$ cat config.mk
export PLATFORM = sky130hd
export DESIGN_NAME = pem_top
export DESIGN_NICKNAME = d
export VERILOG_FILES = /design/src/rtl/pem_pkg.sv /design/src/rtl/pem_activity.sv /design/src/rtl/pem_stage_acc.sv /design/src/rtl/pem_retire_cnt.sv /design/src/rtl/pem_top.sv
export SDC_FILE = /design/constraint.sdc
export NUM_CORES = 2
export LEC_CHECK = 0
export CORE_MARGIN = 1.5
export CORE_UTILIZATION = 60
export DETAILED_ROUTE_END_ITERATION = 7
export HOLD_SLACK_MARGIN = 0.05
export PLACE_DENSITY = 0.85
export SETUP_SLACK_MARGIN = 0.02
export SLEW_MARGIN = 30
export SYNTH_ARGS = -nofsm -noshare
export SYNTH_HDL_FRONTEND = slang
export SYNTH_SLANG_ARGS = --single-unit
$ cat constraint.sdc
create_clock -name clk -period 25.1 [get_ports clk]
set_input_delay 7.53 -clock clk [delete_from_list [all_inputs] [get_ports clk]]
set_output_delay 7.53 -clock clk [all_outputs]
set_load 0.01 [all_outputs]
$ cat src/rtl/pem_pkg.sv
package pem_pkg;
  localparam int PWR_W = 16;

  typedef struct packed {
    logic [PWR_W-1:0] leak;
    logic [PWR_W-1:0] dyn;
  } pwr_entry_t;
endpackage

$ cat src/rtl/pem_activity.sv
module pem_activity #(
  parameter int NUM_STAGES = 6,
  parameter int WB_IDX     = 5
) (
  input  logic                  clk,
  input  logic                  rst_n,
  input  logic [NUM_STAGES-1:0] rdy,
  input  logic [NUM_STAGES-1:0] hold,
  input  logic                  miss,
  output logic [NUM_STAGES-1:0] active
);
  logic miss_q;

  always_ff @(posedge clk or negedge rst_n) begin
    if (!rst_n) miss_q <= 1'b0;
    else        miss_q <= miss;
  end

  for (genvar s = 0; s < NUM_STAGES; s++) begin : g_stage
    if (s == WB_IDX) begin : g_wb
      assign active[s] = (rdy[s] | hold[s]) & ~miss_q;
    end else begin : g_other
      assign active[s] = rdy[s] | hold[s];
    end
  end

  // a miss forces write-back idle on the next cycle
  a_r5_wb_idle_after_miss: assert property (@(posedge clk) disable iff (!rst_n)
    miss |=> !active[WB_IDX]);
endmodule

$ cat src/rtl/pem_stage_acc.sv
module pem_stage_acc import pem_pkg::*; #(
  parameter int ACC_W  = 48,
  parameter int IDX_W  = 3,
  parameter int MY_IDX = 0
) (
  input  logic             clk,
  input  logic             rst_n,
  input  logic             clear,
  input  logic             active,
  input  logic             cfg_we,
  input  logic [IDX_W-1:0] cfg_idx,
  input  pwr_entry_t       cfg_entry,
  output logic [ACC_W-1:0] acc_q,
  output logic [ACC_W-1:0] acc_nxt
);
  localparam int INC_W = PWR_W + 1;
  localparam int SUM_W = ((ACC_W > INC_W) ? ACC_W : INC_W) + 1;
  localparam logic [SUM_W-1:0] MAXV = SUM_W'({ACC_W{1'b1}});

  pwr_entry_t       entry_q;
  logic [INC_W-1:0] inc;
  logic [SUM_W-1:0] sum_w;

  always_ff @(posedge clk or negedge rst_n) begin
    if (!rst_n)
      entry_q <= '0;
    else if (cfg_we && cfg_idx == IDX_W'(MY_IDX))
      entry_q <= cfg_entry;
  end

  always_comb begin
    inc   = INC_W'(entry_q.leak) + (active ? INC_W'(entry_q.dyn) : '0);
    sum_w = SUM_W'(acc_q) + SUM_W'(inc);
    if (clear)           acc_nxt = '0;
    else if (sum_w > MAXV) acc_nxt = '1;
    else                 acc_nxt = sum_w[ACC_W-1:0];
  end

  always_ff @(posedge clk or negedge rst_n) begin
    if (!rst_n) acc_q <= '0;
    else        acc_q <= acc_nxt;
  end

  // no wrap, accumulator only grows until cleared
  a_r7_no_wrap: assert property (@(posedge clk) disable iff (!rst_n)
    !clear |=> acc_q >= $past(acc_q));
  // a full accumulator stays full
  a_r7_sat_hold: assert property (@(posedge clk) disable iff (!rst_n)
    (!clear && acc_q == {ACC_W{1'b1}}) |=> acc_q == {ACC_W{1'b1}});
endmodule

$ cat src/rtl/pem_retire_cnt.sv
module pem_retire_cnt #(
  parameter int NUM_THREADS = 4,
  parameter int CNT_W       = 32,
  localparam int TID_W      = (NUM_THREADS > 1) ? $clog2(NUM_THREADS) : 1
) (
  input  logic                         clk,
  input  logic                         rst_n,
  input  logic                         clear,
  input  logic                         retire_valid,
  input  logic [TID_W-1:0]             retire_tid,
  output logic [CNT_W-1:0]             cycle_q,
  output logic [NUM_THREADS*CNT_W-1:0] thr_q,
  output logic [CNT_W-1:0]             core_q
);
  always_ff @(posedge clk or negedge rst_n) begin
    if (!rst_n) begin
      cycle_q <= '0;
      core_q  <= '0;
    end else if (clear) begin
      cycle_q <= '0;
      core_q  <= '0;
    end else begin
      cycle_q <= cycle_q + 1'b1;
      if (retire_valid) core_q <= core_q + 1'b1;
    end
  end

  for (genvar t = 0; t < NUM_THREADS; t++) begin : g_thr
    logic [CNT_W-1:0] cnt;
    always_ff @(posedge clk or negedge rst_n) begin
      if (!rst_n)      cnt <= '0;
      else if (clear)  cnt <= '0;
      else if (retire_valid && retire_tid == TID_W'(t)) cnt <= cnt + 1'b1;
    end
    assign thr_q[t*CNT_W +: CNT_W] = cnt;
  end

  // each retirement outside a clear steps the core count
  a_r9_core_step: assert property (@(posedge clk) disable iff (!rst_n)
    (retire_valid && !clear) |=> core_q == $past(core_q) + 1'b1);
  // cycle counter steps on every non-clear edge
  a_r10_cycle_step: assert property (@(posedge clk) disable iff (!rst_n)
    !clear |=> cycle_q == $past(cycle_q) + 1'b1);
endmodule

$ cat src/rtl/pem_top.sv
module pem_top import pem_pkg::*; #(
  parameter int NUM_STAGES  = 6,
  parameter int WB_IDX      = 5,
  parameter int NUM_THREADS = 4,
  parameter int ACC_W       = 48,
  parameter int CNT_W       = 32,
  localparam int IDX_W      = $clog2(NUM_STAGES + 1),
  localparam int TID_W      = (NUM_THREADS > 1) ? $clog2(NUM_THREADS) : 1
) (
  input  logic                          clk,
  input  logic                          rst_n,
  input  logic                          clear,
  input  logic [NUM_STAGES-1:0]         stage_rdy,
  input  logic [NUM_STAGES-1:0]         stage_hold,
  input  logic                          dcache_miss,
  input  logic                          cfg_valid,
  output logic                          cfg_ready,
  input  logic [IDX_W-1:0]              cfg_idx,
  input  logic [PWR_W-1:0]              cfg_leak,
  input  logic [PWR_W-1:0]              cfg_dyn,
  input  logic                          retire_valid,
  input  logic [TID_W-1:0]              retire_tid,
  output logic [NUM_STAGES-1:0]         gate_en,
  output logic [NUM_STAGES-1:0]         stage_busy,
  output logic [NUM_STAGES*ACC_W-1:0]   stage_energy,
  output logic [ACC_W-1:0]              core_energy,
  output logic [CNT_W-1:0]              cycle_count,
  output logic [NUM_THREADS*CNT_W-1:0]  thread_retired,
  output logic [CNT_W-1:0]              core_retired
);
  localparam int TOT_W = ACC_W + $clog2(NUM_STAGES) + 1;
  localparam logic [TOT_W-1:0] TOT_MAX = TOT_W'({ACC_W{1'b1}});

  logic [NUM_STAGES-1:0] active;
  logic [ACC_W-1:0]      acc_nxt [NUM_STAGES];
  logic [TOT_W-1:0]      tot_sum;
  logic [ACC_W-1:0]      tot_q;
  pwr_entry_t            cfg_entry;

  assign cfg_ready       = 1'b1;
  assign cfg_entry.leak  = cfg_leak;
  assign cfg_entry.dyn   = cfg_dyn;
  assign gate_en         = active;
  assign stage_busy      = active;

  pem_activity #(.NUM_STAGES(NUM_STAGES), .WB_IDX(WB_IDX)) u_act (
    .clk(clk), .rst_n(rst_n), .rdy(stage_rdy), .hold(stage_hold),
    .miss(dcache_miss), .active(active)
  );

  for (genvar s = 0; s < NUM_STAGES; s++) begin : g_acc
    logic [ACC_W-1:0] acc_q;
    pem_stage_acc #(.ACC_W(ACC_W), .IDX_W(IDX_W), .MY_IDX(s)) u_sacc (
      .clk(clk), .rst_n(rst_n), .clear(clear), .active(active[s]),
      .cfg_we(cfg_valid && cfg_ready), .cfg_idx(cfg_idx), .cfg_entry(cfg_entry),
      .acc_q(acc_q), .acc_nxt(acc_nxt[s])
    );
    assign stage_energy[s*ACC_W +: ACC_W] = acc_q;
  end

  always_comb begin
    tot_sum = '0;
    for (int s = 0; s < NUM_STAGES; s++) tot_sum = tot_sum + TOT_W'(acc_nxt[s]);
  end

  always_ff @(posedge clk or negedge rst_n) begin
    if (!rst_n)                tot_q <= '0;
    else if (tot_sum > TOT_MAX) tot_q <= '1;
    else                       tot_q <= tot_sum[ACC_W-1:0];
  end
  assign core_energy = tot_q;

  pem_retire_cnt #(.NUM_THREADS(NUM_THREADS), .CNT_W(CNT_W)) u_ret (
    .clk(clk), .rst_n(rst_n), .clear(clear), .retire_valid(retire_valid),
    .retire_tid(retire_tid), .cycle_q(cycle_count), .thr_q(thread_retired),
    .core_q(core_retired)
  );

  // clear zeroes the core total and stage 0 on the same edge
  a_r11_clear_total: assert property (@(posedge clk) disable iff (!rst_n)
    clear |=> (core_energy == '0 && stage_energy[ACC_W-1:0] == '0));
  // total never falls below the fetch stage energy
  a_r8_total_covers: assert property (@(posedge clk) disable iff (!rst_n)
    1'b1 |=> core_energy >= stage_energy[ACC_W-1:0]);
endmodule

==> impl_metrics.tcl <==
set metrics [dict create \
    critPathMaxStageDelay_ns 0.74 \
    critical_path_arrival_ns 21.93 \
    grt_pass1_vias 41300 \
    wire_per_inst_um 23.3 \
    track_usage_pct 37.6 \
    die-area_mm2 0.0832 \
    postCtsSetupBuffers 0 \
    cp_data_required_time_ns 25.57 \
    routabilityCongestion 1.00 \
    rows 104 \
    hold_end "g_acc[3].u_sacc.entry_q[13]" \
    drv_cap 0 \
    ioPinCount 596 \
    die_w_um 288 \
    layout-drive-gt1-share_pct 7.83 \
    drtAntennaViolNets 0 \
    start_kind "input port" \
    yosys-top-cells-area "dfrtp_1, ha_1, fa_1" \
    synth-edff-count 0 \
    syn_to_final_growth_pct 19.8 \
    critical_path_class "in2reg" \
    ys_async_sr_fraction_pct 100 \
    fin_nets 6174 \
    mostFrequentLayoutCells "dfrtp_1, clkdlybuf4s50_1, a21oi_1" \
    die-height_um 288 \
    min_from "g_acc[3].u_sacc.entry_q[13]" \
    cts_root_buf "clkbuf_16" \
    vias 41500 \
    nFillCells 5849 \
    hold_path_depth 1 \
    dpl.hpwl_um 120000 \
    htree_num_levels 3 \
    ys_seq_area_share_pct 36.9 \
    synthFlopType "dfrtp_1" \
    cts_sinks 721 \
    drt_iter0_markers 3361 \
    reg2reg_from "g_acc[0].u_sacc.entry_q[1]" \
    synth_nets 5644 \
    maxSlewViolCount 0 \
    cp_max_fo 48 \
    syn_avg_cell_area_um2 9.53 \
    rsz0062_at_grt "false" \
    final_cell_area_mm2 0.0586 \
    clock_path_buffers 3 \
    portBuffers 594 \
    synth_cell_types 95 \
    fin_crit_sh_pct 85.5 \
    fmaxAchievable_mhz 46.6 \
    place_area_mm2 0.0557 \
    cts_tree "done" \
    r2r_cells 47 \
    finalHoldViolations 0 \
    clock_skew_ns 0.0263 \
    dr.pass1.iters 6 \
    register_area_mm2 0.0180 \
    start_util_pct 60.7 \
    drt-vias-per-instance 6.11 \
    status "finished, final reports clean" \
    syn_inst 5129 \
    worstSkewPairLatency_ns 0.66 \
    synth_seq_cells 721 \
    insertedDiodeCount 0 \
    multiInputGateArea_mm2 0.0284 \
    r2r-end "core_energy[3]" \
    critPathMostFrequentCell "inv_1" \
    grt_pass1_wl_um 240000 \
    crit_path_top_delay_cell "or3_1" \
    fin_crit_ns 21.46 \
    tightest_slew_ns 0.959 \
    netlist_area_mm2 0.0489 \
    finalSetupViolCount 0 \
    grt_max_degree 177 \
    path_clk_slew_ns 0.06 \
    cts_made_buffers 79 \
    cts_resized 0 \
    slew_headroom_pct 35.3 \
    grt_remaining_overflow 0 \
    drc 0 \
    synth_top_cell_area_share_pct 36.9 \
    cts-hold-fix-buffers 0 \
    antenna_found_initial 2 \
    r2r_slack_ns 11.36 \
    layout_commonest_cell "dfrtp_1" \
    hold_class "reg2reg" \
    cp-end-kind "flip-flop" \
    finalSetupTns_ns 0 \
    wirelength_um 158000 \
    yosys.area.top_type "dfrtp_1" \
    ys.warnings.count 0 \
    post-route-util_pct 72.7 \
    core_area_mm2 0.0805 \
]
==> cell usage after synthesis, types with 9 or more instances <==
library cell,number
fa_1,157
o21ai_0,142
o21a_1,34
mux2_2,191
a211oi_1,30
buf_2,27
a31o_2,9
o21ai_1,10
nor2_1,362
and4_1,30
xor2_1,280
mux2i_1,11
a21boi_0,9
nand2b_1,48
buf_4,15
xnor2_1,245
ha_1,303
nor3_1,93
a21oi_2,10
clkbuf_1,125
or3_1,56
o21bai_1,30
nand3_1,166
dfrtp_1,721
o31ai_1,12
or2_2,22
nor3b_1,13
and2_1,64
and3_1,125
a21oi_1,454
inv_1,436
a21o_1,156
nor2b_1,124
a311oi_1,17
a211o_1,11
a31oi_1,47
o2111ai_1,11
o211ai_1,18
nand2_1,303
nand4_1,66
==> per-layer routing <==
layer	up-vias	share of wire, %	track usage [%]
li1	18800	-	-
met1	20300	37	45.1
met2	1840	47	61.6
met3	511	8.8	8.21
met4	0	7.3	24.0
met5	-	0	0
==> worst max path at each step <==
stage / from / to / slack, ns / cells past startpoint
after floorplan: stage_hold[2] / core_energy[0] / 6.37 / 56
after global placement: stage_hold[0] / core_energy[4] / 3.66 / 48
after detailed placement: stage_hold[1] / core_energy[4] / 3.50 / 54
after CTS: stage_hold[0] / core_energy[3] / 3.96 / 52
after global routing: stage_hold[0] / core_energy[3] / 2.69 / 52
final: stage_hold[0] / core_energy[3] / 3.64 / 50
==> cell families (layout without fill, tap and decap cells) <==
family	count (synthesis)	count (layout)	share of synthesized area, %
compound gates	1085	1085	14.1
flops	721	721	36.9
xor+xnor	525	525	9.41
simple gates	1516	1516	15.7
other cells	1	1	0.00767
buf+inv	619	1215	5.05
mux	202	202	4.62
fa+ha+maj	460	460	14.2
==> critical path, delay by kind of cell <==
kind	cells	cell delay, ns
simple gates	11	3.53
xor+xnor	2	0.30
fa+ha+maj	7	2.78
buf+inv	8	1.71
compound gates	21	5.86
mux	1	0.17
==> flip-flops by register name (all words and copies together), names as in the netlist <==
signal / flops
u_ret.cycle_q: 32
u_ret.core_q: 32
g_acc.u_sacc.acc_q: 288
u_act.miss_q: 1
core_energy: 48
u_ret.g_thr.cnt: 128
g_acc.u_sacc.entry_q: 192
==> cell type report <==
type                            count  share of cell area, %
Timing Repair Buffer              632                   10.7
Multi-Input combinational cell   3789                   48.6
Sequential cell                   721                   30.8
Clock buffer                      107                   3.85
Clock inverter                     40                   1.00
Inverter                          436                   2.79
Tap cell                         1060                   2.26
==> through the flow <==
stage	setup slack [ns]	hold WS [ns]	std cells
6_report	3.64	0.496	6785
5_1_grt	2.69	0.506	6785
4_1_cts	3.96	0.498	6784
3_5_place_dp	3.50	0.485	6637
3_3_place_gp	3.66	0.479	6635
2_1_floorplan	6.37	0.471	5129
Power is not shown: default switching activity piles up to over one toggle a cycle in this logic, so the estimate is an artifact.
